### src/rtl/hp_slot_pkg.sv
package hp_slot_pkg;
    localparam int EV_W     = 3;
    localparam int EV_ABP   = 0;
    localparam int EV_PDC   = 1;
    localparam int EV_CC    = 2;
    localparam int CTL_W    = 8;
    localparam int C_HPIE   = 3;
    localparam int C_IND_LO = 4;
    localparam int NUM_IND  = 2;
    localparam int C_LOCK   = 8;
    localparam int S_BASE   = 16;
    localparam logic [1:0] IND_RSVD = 2'b00;
    localparam logic [CTL_W-1:0] CTL_RST = 8'hF0;

    typedef enum logic [1:0] {
        SLOT_FREE          = 2'b00,
        SLOT_FILLED        = 2'b01,
        SLOT_FREE_LOCKED   = 2'b10,
        SLOT_FILLED_LOCKED = 2'b11
    } slot_state_e;
endpackage

### src/rtl/hp_slot_fsm.sv
module hp_slot_fsm
    import hp_slot_pkg::*;
(
    input  logic clk,
    input  logic rst_n,
    input  logic soft_rst,
    input  logic insert,
    input  logic remove,
    input  logic lock_toggle,
    output logic present,
    output logic locked,
    output logic pd_event,
    output logic busy
);
    slot_state_e state_q, state_d;
    logic        accept;
    logic        busy_q;

    always_comb begin
        state_d = state_q;
        accept  = 1'b0;
        if (soft_rst) begin
            unique case (state_q)
                SLOT_FREE, SLOT_FREE_LOCKED:     state_d = SLOT_FREE;
                SLOT_FILLED, SLOT_FILLED_LOCKED: state_d = SLOT_FILLED;
            endcase
        end else begin
            unique case (state_q)
                SLOT_FREE: begin
                    accept = 1'b1;
                    if (insert)
                        state_d = lock_toggle ? SLOT_FILLED_LOCKED : SLOT_FILLED;
                    else if (lock_toggle)
                        state_d = SLOT_FREE_LOCKED;
                end
                SLOT_FILLED: begin
                    accept = 1'b1;
                    if (insert)
                        state_d = lock_toggle ? SLOT_FILLED_LOCKED : SLOT_FILLED;
                    else if (remove)
                        state_d = lock_toggle ? SLOT_FREE_LOCKED : SLOT_FREE;
                    else if (lock_toggle)
                        state_d = SLOT_FILLED_LOCKED;
                end
                SLOT_FREE_LOCKED: begin
                    if (lock_toggle) state_d = SLOT_FREE;
                end
                SLOT_FILLED_LOCKED: begin
                    if (lock_toggle) state_d = SLOT_FILLED;
                end
            endcase
        end
    end

    always_ff @(posedge clk or negedge rst_n) begin
        if (!rst_n) begin
            state_q <= SLOT_FREE;
            busy_q  <= 1'b0;
        end else begin
            state_q <= state_d;
            busy_q  <= !soft_rst && !accept && (insert || remove);
        end
    end

    always_comb begin
        present  = (state_q == SLOT_FILLED) || (state_q == SLOT_FILLED_LOCKED);
        locked   = (state_q == SLOT_FREE_LOCKED) || (state_q == SLOT_FILLED_LOCKED);
        pd_event = accept && (insert || remove);
        busy     = busy_q;
    end
endmodule

### src/rtl/hp_ctl_regs.sv
module hp_ctl_regs
    import hp_slot_pkg::*;
(
    input  logic             clk,
    input  logic             rst_n,
    input  logic             soft_rst,
    input  logic             ctl_wr,
    input  logic             lane0,
    input  logic             lane1,
    input  logic [C_LOCK:0]  wdata,
    output logic [CTL_W-1:0] ctl_q,
    output logic [CTL_W-1:0] ctl_d,
    output logic             lock_toggle
);
    always_comb begin
        ctl_d = ctl_q;
        if (soft_rst) begin
            ctl_d = CTL_RST;
        end else if (ctl_wr && lane0) begin
            ctl_d[C_HPIE:0] = wdata[C_HPIE:0];
            for (int i = 0; i < NUM_IND; i++) begin
                if (wdata[C_IND_LO+2*i +: 2] != IND_RSVD)
                    ctl_d[C_IND_LO+2*i +: 2] = wdata[C_IND_LO+2*i +: 2];
            end
        end
        lock_toggle = !soft_rst && ctl_wr && lane1 && wdata[C_LOCK];
    end

    always_ff @(posedge clk or negedge rst_n) begin
        if (!rst_n) ctl_q <= CTL_RST;
        else        ctl_q <= ctl_d;
    end
endmodule

### src/rtl/hp_notify.sv
module hp_notify
    import hp_slot_pkg::*;
#(
    parameter int MSG_W = 5
) (
    input  logic             clk,
    input  logic             rst_n,
    input  logic             soft_rst,
    input  logic             msg_mode,
    input  logic [MSG_W-1:0] msg_vec,
    input  logic             ctl_wr,
    input  logic [CTL_W-1:0] ctl_q,
    input  logic [CTL_W-1:0] ctl_d,
    input  logic [EV_W-1:0]  ev_set,
    input  logic [EV_W-1:0]  ev_clr,
    output logic [EV_W-1:0]  sts_q,
    output logic             msg_req,
    output logic [MSG_W-1:0] msg_req_vec,
    output logic             intx
);
    logic [EV_W-1:0] sts_d, new_ev, en_q, en_d;
    logic            hpie_d, ev_fire, rise_fire;

    always_comb begin
        en_q      = ctl_q[EV_W-1:0];
        en_d      = ctl_d[EV_W-1:0];
        hpie_d    = ctl_d[C_HPIE];
        sts_d     = soft_rst ? '0 : ((sts_q & ~ev_clr) | ev_set);
        new_ev    = ev_set & ~sts_q;
        ev_fire   = hpie_d && |(new_ev & en_d);
        rise_fire = ctl_wr && hpie_d && |(~en_q & en_d & sts_q);
    end

    always_ff @(posedge clk or negedge rst_n) begin
        if (!rst_n) begin
            sts_q       <= '0;
            msg_req     <= 1'b0;
            msg_req_vec <= '0;
            intx        <= 1'b0;
        end else begin
            sts_q       <= sts_d;
            msg_req     <= !soft_rst && msg_mode && (ev_fire || rise_fire);
            msg_req_vec <= msg_vec;
            intx        <= !soft_rst && !msg_mode && hpie_d && |(en_d & sts_d);
        end
    end
endmodule

### src/rtl/hp_slot_ctrl.sv
module hp_slot_ctrl
    import hp_slot_pkg::*;
#(
    parameter int                ADDR_W    = 10,
    parameter logic [ADDR_W-1:0] SLOT_ADDR = 10'h02D,
    parameter int                MSG_W     = 5
) (
    input  logic              clk,
    input  logic              rst_n,
    input  logic              soft_rst,
    input  logic              cfg_wr,
    input  logic              cfg_rd,
    input  logic [ADDR_W-1:0] cfg_addr,
    input  logic [3:0]        cfg_be,
    input  logic [31:0]       cfg_wdata,
    output logic [31:0]       cfg_rdata,
    input  logic              msg_mode,
    input  logic [MSG_W-1:0]  msg_vec,
    input  logic              card_insert,
    input  logic              card_remove,
    input  logic              attn_press,
    output logic              plug_busy,
    output logic              msg_req,
    output logic [MSG_W-1:0]  msg_req_vec,
    output logic              intx_out
);
    logic             hit, ctl_wr, sts_wr, lock_toggle;
    logic             present, locked, pd_event;
    logic [CTL_W-1:0] ctl_q, ctl_d;
    logic [EV_W-1:0]  sts_q, ev_set, ev_clr;
    logic [31:0]      image;

    always_comb begin
        hit    = (cfg_addr == SLOT_ADDR);
        ctl_wr = cfg_wr && hit && (cfg_be[0] || cfg_be[1]);
        sts_wr = cfg_wr && hit && cfg_be[2];
        ev_clr = sts_wr ? cfg_wdata[S_BASE +: EV_W] : '0;
        ev_set = soft_rst ? '0 : {ctl_wr, pd_event, attn_press};
        image  = {11'b0, locked, present, sts_q, 8'b0, ctl_q};
    end

    hp_ctl_regs u_regs (
        .clk(clk), .rst_n(rst_n), .soft_rst(soft_rst), .ctl_wr(ctl_wr),
        .lane0(cfg_be[0]), .lane1(cfg_be[1]), .wdata(cfg_wdata[C_LOCK:0]),
        .ctl_q(ctl_q), .ctl_d(ctl_d), .lock_toggle(lock_toggle)
    );

    hp_slot_fsm u_fsm (
        .clk(clk), .rst_n(rst_n), .soft_rst(soft_rst), .insert(card_insert),
        .remove(card_remove), .lock_toggle(lock_toggle), .present(present),
        .locked(locked), .pd_event(pd_event), .busy(plug_busy)
    );

    hp_notify #(.MSG_W(MSG_W)) u_notify (
        .clk(clk), .rst_n(rst_n), .soft_rst(soft_rst), .msg_mode(msg_mode),
        .msg_vec(msg_vec), .ctl_wr(ctl_wr), .ctl_q(ctl_q), .ctl_d(ctl_d),
        .ev_set(ev_set), .ev_clr(ev_clr), .sts_q(sts_q), .msg_req(msg_req),
        .msg_req_vec(msg_req_vec), .intx(intx_out)
    );

    always_ff @(posedge clk or negedge rst_n) begin
        if (!rst_n) cfg_rdata <= '0;
        else        cfg_rdata <= (cfg_rd && hit) ? image : '0;
    end
endmodule

### config.mk
export PLATFORM = sky130hd
export DESIGN_NAME = hp_slot_ctrl
export DESIGN_NICKNAME = d
export VERILOG_FILES = /design/src/rtl/hp_slot_pkg.sv /design/src/rtl/hp_slot_fsm.sv /design/src/rtl/hp_ctl_regs.sv /design/src/rtl/hp_notify.sv /design/src/rtl/hp_slot_ctrl.sv
export SDC_FILE = /design/constraint.sdc
export NUM_CORES = 1
export LEC_CHECK = 0
export BUFFER_PORTS_ARGS = -buffer_cell sky130_fd_sc_hd__buf_2
export CAP_MARGIN = 20
export CORE_ASPECT_RATIO = 1.4
export CORE_UTILIZATION = 42
export CTS_CLUSTER_SIZE = 25
export DETAILED_ROUTE_END_ITERATION = 8
export GPL_TIMING_DRIVEN = 1
export PLACE_DENSITY = 0.89
export SLEW_MARGIN = 0
export SYNTH_ARGS = -nofsm -noshare
export SYNTH_HDL_FRONTEND = slang
export SYNTH_SLANG_ARGS = --single-unit
### constraint.sdc
create_clock -name clk -period 1.7 [get_ports clk]
set_input_delay 0.17 -clock clk [delete_from_list [all_inputs] [get_ports clk]]
set_output_delay 0.17 -clock clk [all_outputs]
set_load 0.005 [all_outputs]
# Word level (Yosys, flattened, before mapping)
# Cells that the tools add are included.
op_classes:
  eq_ne: 8
  n_mux: 22
  bitwise_logic: 10
  reduce_logical: 42
op_table:
  columns: ["op", "count"]
  rows:
  - ["two-way mux 2 bit", 12]
  - ["two-way mux 21 bit", 1]
  - ["logical AND 1 bit", 19]
  - ["AND 3 bit", 6]
  - ["two-way mux 8 bit", 2]
  - ["equality test 10 x 6 -> 1 bit, second input constant", 1]
  - ["nonzero test 2 bit", 5]
  - ["two-way mux 3 bit", 3]
  - ["inverter 3 bit", 3]
  - ["OR reduction 3 bit", 3]
  - ["case mux 2 bit (4 select lines)", 1]
  - ["!= test 3 x 2 -> 1 bit, second input constant", 2]
  - ["OR reduction 2 bit", 3]
  - ["logical OR 1 bit", 5]
  - ["!= test 5 x 4 -> 1 bit, second input constant", 1]
  - ["equality test 2 bit, second input constant", 2]
  - ["!= test 4 x 3 -> 1 bit, second input constant", 1]
  - ["case mux 2 bit (2 select lines)", 1]
  - ["AND reduction 2 bit", 2]
  - ["AND reduction 4 bit", 1]
  - ["logical NOT 1 bit", 3]
  - ["bitwise OR 3 bit", 1]
  - ["equality test 2 x 1 -> 1 bit, second input constant", 1]
  - ["logical NOT 2 bit", 1]
  - ["two-way mux 1 bit", 2]
totals:
  reg_bits: 53
  output_inout_bits: 40
  wordCells: 92

# Longest topological paths before layout
depth:
  word_depth: 12
  ltp_mapped: 5
  mapped_depth_nobuf: 5

# Cells and area by module
# Synthesis repeated with hierarchy kept, for this count alone.
hier_totals:
  hier_cells: 156
  area_unflattened_um2: 1681.6
by_module_without_submodules:
  columns: ["module", "instances", "cells_per_inst", "area_each_um2", "seq_area_each_um2"]
  rows:
  - ["hp_slot_ctrl", 1, 79, 748.2, 325.3]
  - ["hp_notify", 1, 31, 407.9, 250.2]
  - ["hp_ctl_regs", 1, 33, 392.9, 205.2]
  - ["hp_slot_fsm", 1, 13, 132.6, 75.1]

# Worst setup path before layout
# OpenSTA, ideal clock, no wires.
synth_timing:
  path_kind: "in2reg"
  start: "in cfg_addr[7]"
  end: "reg u_notify.intx"
  setup_ns: 0.124
  arrival_time_ns: 1.775
  t_required_ns: 1.576
  path_slack_ns: -0.199
  stages: 5
  n_path_buf: 0
  cell_sequence: "or4_4 nor4_4 mux2i_1 and2b_1 o31a_1"
synth_via:
  elab_chain_cells: 11
synth_lines:
  columns: ["item", "line_no", "text"]
  rows:
  - ["start: declaration", "hp_slot_ctrl.sv:13", "input logic [ADDR_W-1:0] cfg_addr,"]
  - ["equality test 10 x 6 -> 1 bit *", "hp_slot_ctrl.sv:34", "hit = (cfg_addr == SLOT_ADDR);"]
  - ["logical AND 1 bit *", "hp_slot_ctrl.sv:35, hp_slot_ctrl.sv:36", null]
  - ["logical AND 1 bit", "hp_slot_ctrl.sv:36", "sts_wr = cfg_wr && hit && cfg_be[2];"]
  - ["two-way mux 3 bit", "hp_slot_ctrl.sv:37", "ev_clr = sts_wr ? cfg_wdata[S_BASE +: EV_W] : '0;"]
  - ["inverter 3 bit", "hp_notify.sv:28", "sts_d = soft_rst ? '0 : ((sts_q & ~ev_clr) | ev_set);"]
  - ["AND 3 bit", "hp_notify.sv:28", null]
  - ["bitwise OR 3 bit", "hp_notify.sv:28", null]
  - ["two-way mux 3 bit", "hp_notify.sv:28", null]
  - ["AND 3 bit", "hp_notify.sv:44", "intx <= !soft_rst && !msg_mode && hpie_d && |(en_d & sts_d);"]
  - ["OR reduction 3 bit", "hp_notify.sv:44", null]
  - ["logical AND 1 bit *", "hp_notify.sv:44", null]
  - ["end signal: assignment", "hp_notify.sv:44", null]
  - ["end: declaration", "hp_notify.sv:19", "output logic intx"]
# Every way passes the cells marked *; elsewhere a longest branch is shown, timed or not. The select of a mux whose other input is x is not followed.
# A chain may end at the register's enable or synchronous reset.

# Worst setup path in the final report
layout_timing:
  start: "in cfg_addr[8]"
  end: "reg u_notify.intx"
# Same word-level chain as after synthesis.

==> flow_summary.yaml <==
route:
  drt-total-wl_um: 3190
  viasPerCell: 4.84
  via_count: 1254
  drc: 0
  drt_pass1_iterations: 4
  drtAntennaViolNets: 0
  wl_per_cell_um: 12.3
  drtIter0Drc: 24
synth:
  ys_seq_area_share_pct: 55.8
  netlist_instances: 134
  netlist.area_leader.share_pct: 48.9
  synthArstFlopShare_pct: 100
  synth_ff_type: "dfrtp_1"
  synth_area_leaders: "dfrtp_1 (49%), buf_4 (9.3%), dfstp_2 (6.9%)"
  yosysTopAreaCell: "dfrtp_1"
  synth.avg_cell_area_um2: 11.4
  synth_area_mm2: 0.00153
  ys_types: 37
  yosys_warnings: 0
  synth_edf_count: 0
  ys_seq_elements: 34
critical_path:
  rrSetupSlack_ps: 220
  critPathRequiredTime_ps: 1870
  timing.rr.start: "u_fsm.state_q[1]$_DFFE_PN0P_"
  slowest_stage: "or4_4"
  r2r_end: "u_notify.intx$_DFF_PN0_"
  crit_type: "in2reg"
  cp_cell_sequence: "buf_2 -> or4_4 -> or4_4 -> mux2i_2 -> a21oi_2 -> o31a_1"
  cp_data_arrival_time_ps: 1890
  cp_max_fo: 3
  worstSetupEndpoint: "u_notify.intx$_DFF_PN0_"
  cpPeakStageDelay_ps: 560
  critPathLaunchType: "primary input"
  r2r_cells: 5
  critPathLaunch: "cfg_addr[8]"
  critPathMostFrequentCell: "or4_4"
  crit_path_end_kind: "flop"
timing:
  rsz0062_at_grt: "yes"
  final_hold_viol_count: 0
  relSlewSlack_pct: 50.9
  worstMarginPinSlew_ps: 737
  drv_slew: 0
  setup_viol: 1
  fin_skew_ps: 8.57
  max_freq_mhz: 579
  final.setup.worst_slack_ps: -26.4
  min_period_over_period_pct: 102
  final.min_clock_period_ps: 1730
  fin_setup_tns_ps: -26.4
floorplanning:
  die-width_um: 53.1
  design.die.area_mm2: 0.00390
  core_area_mm2: 0.00344
  die_h_um: 73.5
  start_util_pct: 44.6
  rows: 25
  ioPinCount: 100
finish:
  antennaDiodeCount: 0
  drive_above_1_share_pct: 44.7
  layout-area-overhead-vs-synth_pct: 35.5
  final_util_pct: 60.4
  num-fill-cells: 316
  nets: 278
power_and_ir_drop:
  leakagePower_nw: 1.08
  vdd_drop_max_mv: 0.662
  power.density_mw_per_mm2: 758
  totalPowerFinal_mw: 1.58
clock_network:
  clk_pin_slew_worst_paths_ps: 70
  cts_made_buffers: 5
  cts.sinks: 34
  cts_root_buffer: "clkbuf_8"
  h-tree-depth: 2
  cts_tree: "built"
  clockBufferDepth: 2
  clk_latency_ps: 280
global_route:
  grt_pass1_wl_um: 5060
  grtUsageTotal_pct: 18.5
  antenna_found_initial: 0
  grt.overflow.total: 0
  grt_max_degree: 35
  grt_pass1_vias: 1151
flow_run:
  cap_violations: 0
placement:
  gp_congestion: 0.895
  port_buffers: 59
  dp_hpwl_um: 2450
outcome:
  violations: "negative setup slack"
  status: "finished with violations"
min_path:
  hold_class: "in2reg"
-- power breakdown --
part / total (mW) / internal (mW) / switching (mW)
combinational: 0.139 / 0.0641 / 0.0749
clock: 0.610 / 0.325 / 0.285
sequential: 0.827 / 0.821 / 0.00569
-- worst min-delay path by stage --
stage | start | to | slack, ps | cells past startpoint
after floorplan | rst_n | cfg_rdata[0]$_DFF_PN0_ | -130 | 0
after global placement | rst_n | u_notify.msg_req_vec[0]$_DFF_PN0_ | 260 | 1
after detailed placement | rst_n | cfg_rdata[20]$_DFF_PN0_ | 260 | 1
after CTS | msg_mode | u_notify.msg_req$_DFF_PN0_ | 120 | 2
after global routing | msg_mode | u_notify.msg_req$_DFF_PN0_ | 110 | 2
final | cfg_wdata[6] | u_regs.ctl_q[6]$_DFFE_PN1P_ | 130 | 2
-- through the flow --
step	setup slack (ps)	area, um^2	hold WS [ps]	instances
6_report	-26.4	2080	132	259
5_1_grt	-61.6	2080	113	259
4_1_cts	-25.9	2060	121	258
3_5_place_dp	-316	1890	263	243
3_3_place_gp	-252	1890	263	243
2_1_floorplan	-131	1600	-126	152
-- cell usage after synthesis (all sizes together) (4+ instances only) --
master / count
mux2i: 4
a21oi: 5
dfrtp: 30
nor2: 10
buf: 19
a221o: 4
nand2: 9
nor4: 6
and2: 11
inv: 4
dfstp: 4
-- registers in the layout (all words and copies together) (netlist names) --
| name | flops |
|---|---|
| cfg_rdata | 13 |
| u_regs.ctl_q | 8 |
| u_notify.msg_req_vec | 5 |
| u_notify.sts_q | 3 |
| u_fsm.state_q | 2 |
| u_fsm.busy | 1 |
| u_notify.intx | 1 |
| u_notify.msg_req | 1 |
-- per-layer routing --
metal  vias up  share of wire (%)  track usage, %
li1        600                  -               -
met1       572                 39            21.0
met2        77                 50            31.1
met3         5                8.6            6.21
met4         0                1.8            7.89
met5         -                  0               0
-- what timing repair did --
item                                   CTS  global route
pin swaps                                0             1
endpoints found under the hold margin   35             0
resized for setup                        1             4
hold buffers                             6             0
buffers inserted                         1             1
setup endpoints to repair                2             2
-- layout by cell type, fill, tap and decap left out, drive strengths merged, types with 2 or more instances in the layout --
master	synthesis	routed
a211oi	2	2
or4	2	2
dfstp	4	4
and2	11	11
nand2	9	9
o21ai	2	2
buf	19	73
inv	4	4
conb	1	19
dlygate4sd3	0	6
dfrtp	30	30
a221o	4	4
nor3	2	2
nor4	6	6
a21oi	5	5
nor2	10	10
mux2i	4	4
clkbuf	1	6
nor3b	2	2
-- critical path: cells and delay by family --
family	cells	cell delay, ps
simple gates	2	1010
compound gates	2	360
mux	1	240
buf+inv	1	100
-- kinds of logic after synthesis --
kind of cell / share of synthesized area [%]
simple gates: 20.3
flops: 55.8
buf+inv: 10.5
compound gates: 9.95
mux: 2.61
xor+xnor: 0.571
other cells: 0.244
-- final cells by class --
class                      instances  area [um^2]  share of cell area (%)
multi-input combinational         94          602                    29.0
sequential                        34          856                    41.2
clock buffer                       6         82.6                    3.97
clock inverter                     2         12.5                   0.602
tap                               40         50.0                    2.41
timing repair buffer              79          460                    22.2
inverter                           4         15.0                   0.722
(Power assumes the default switching activity.)
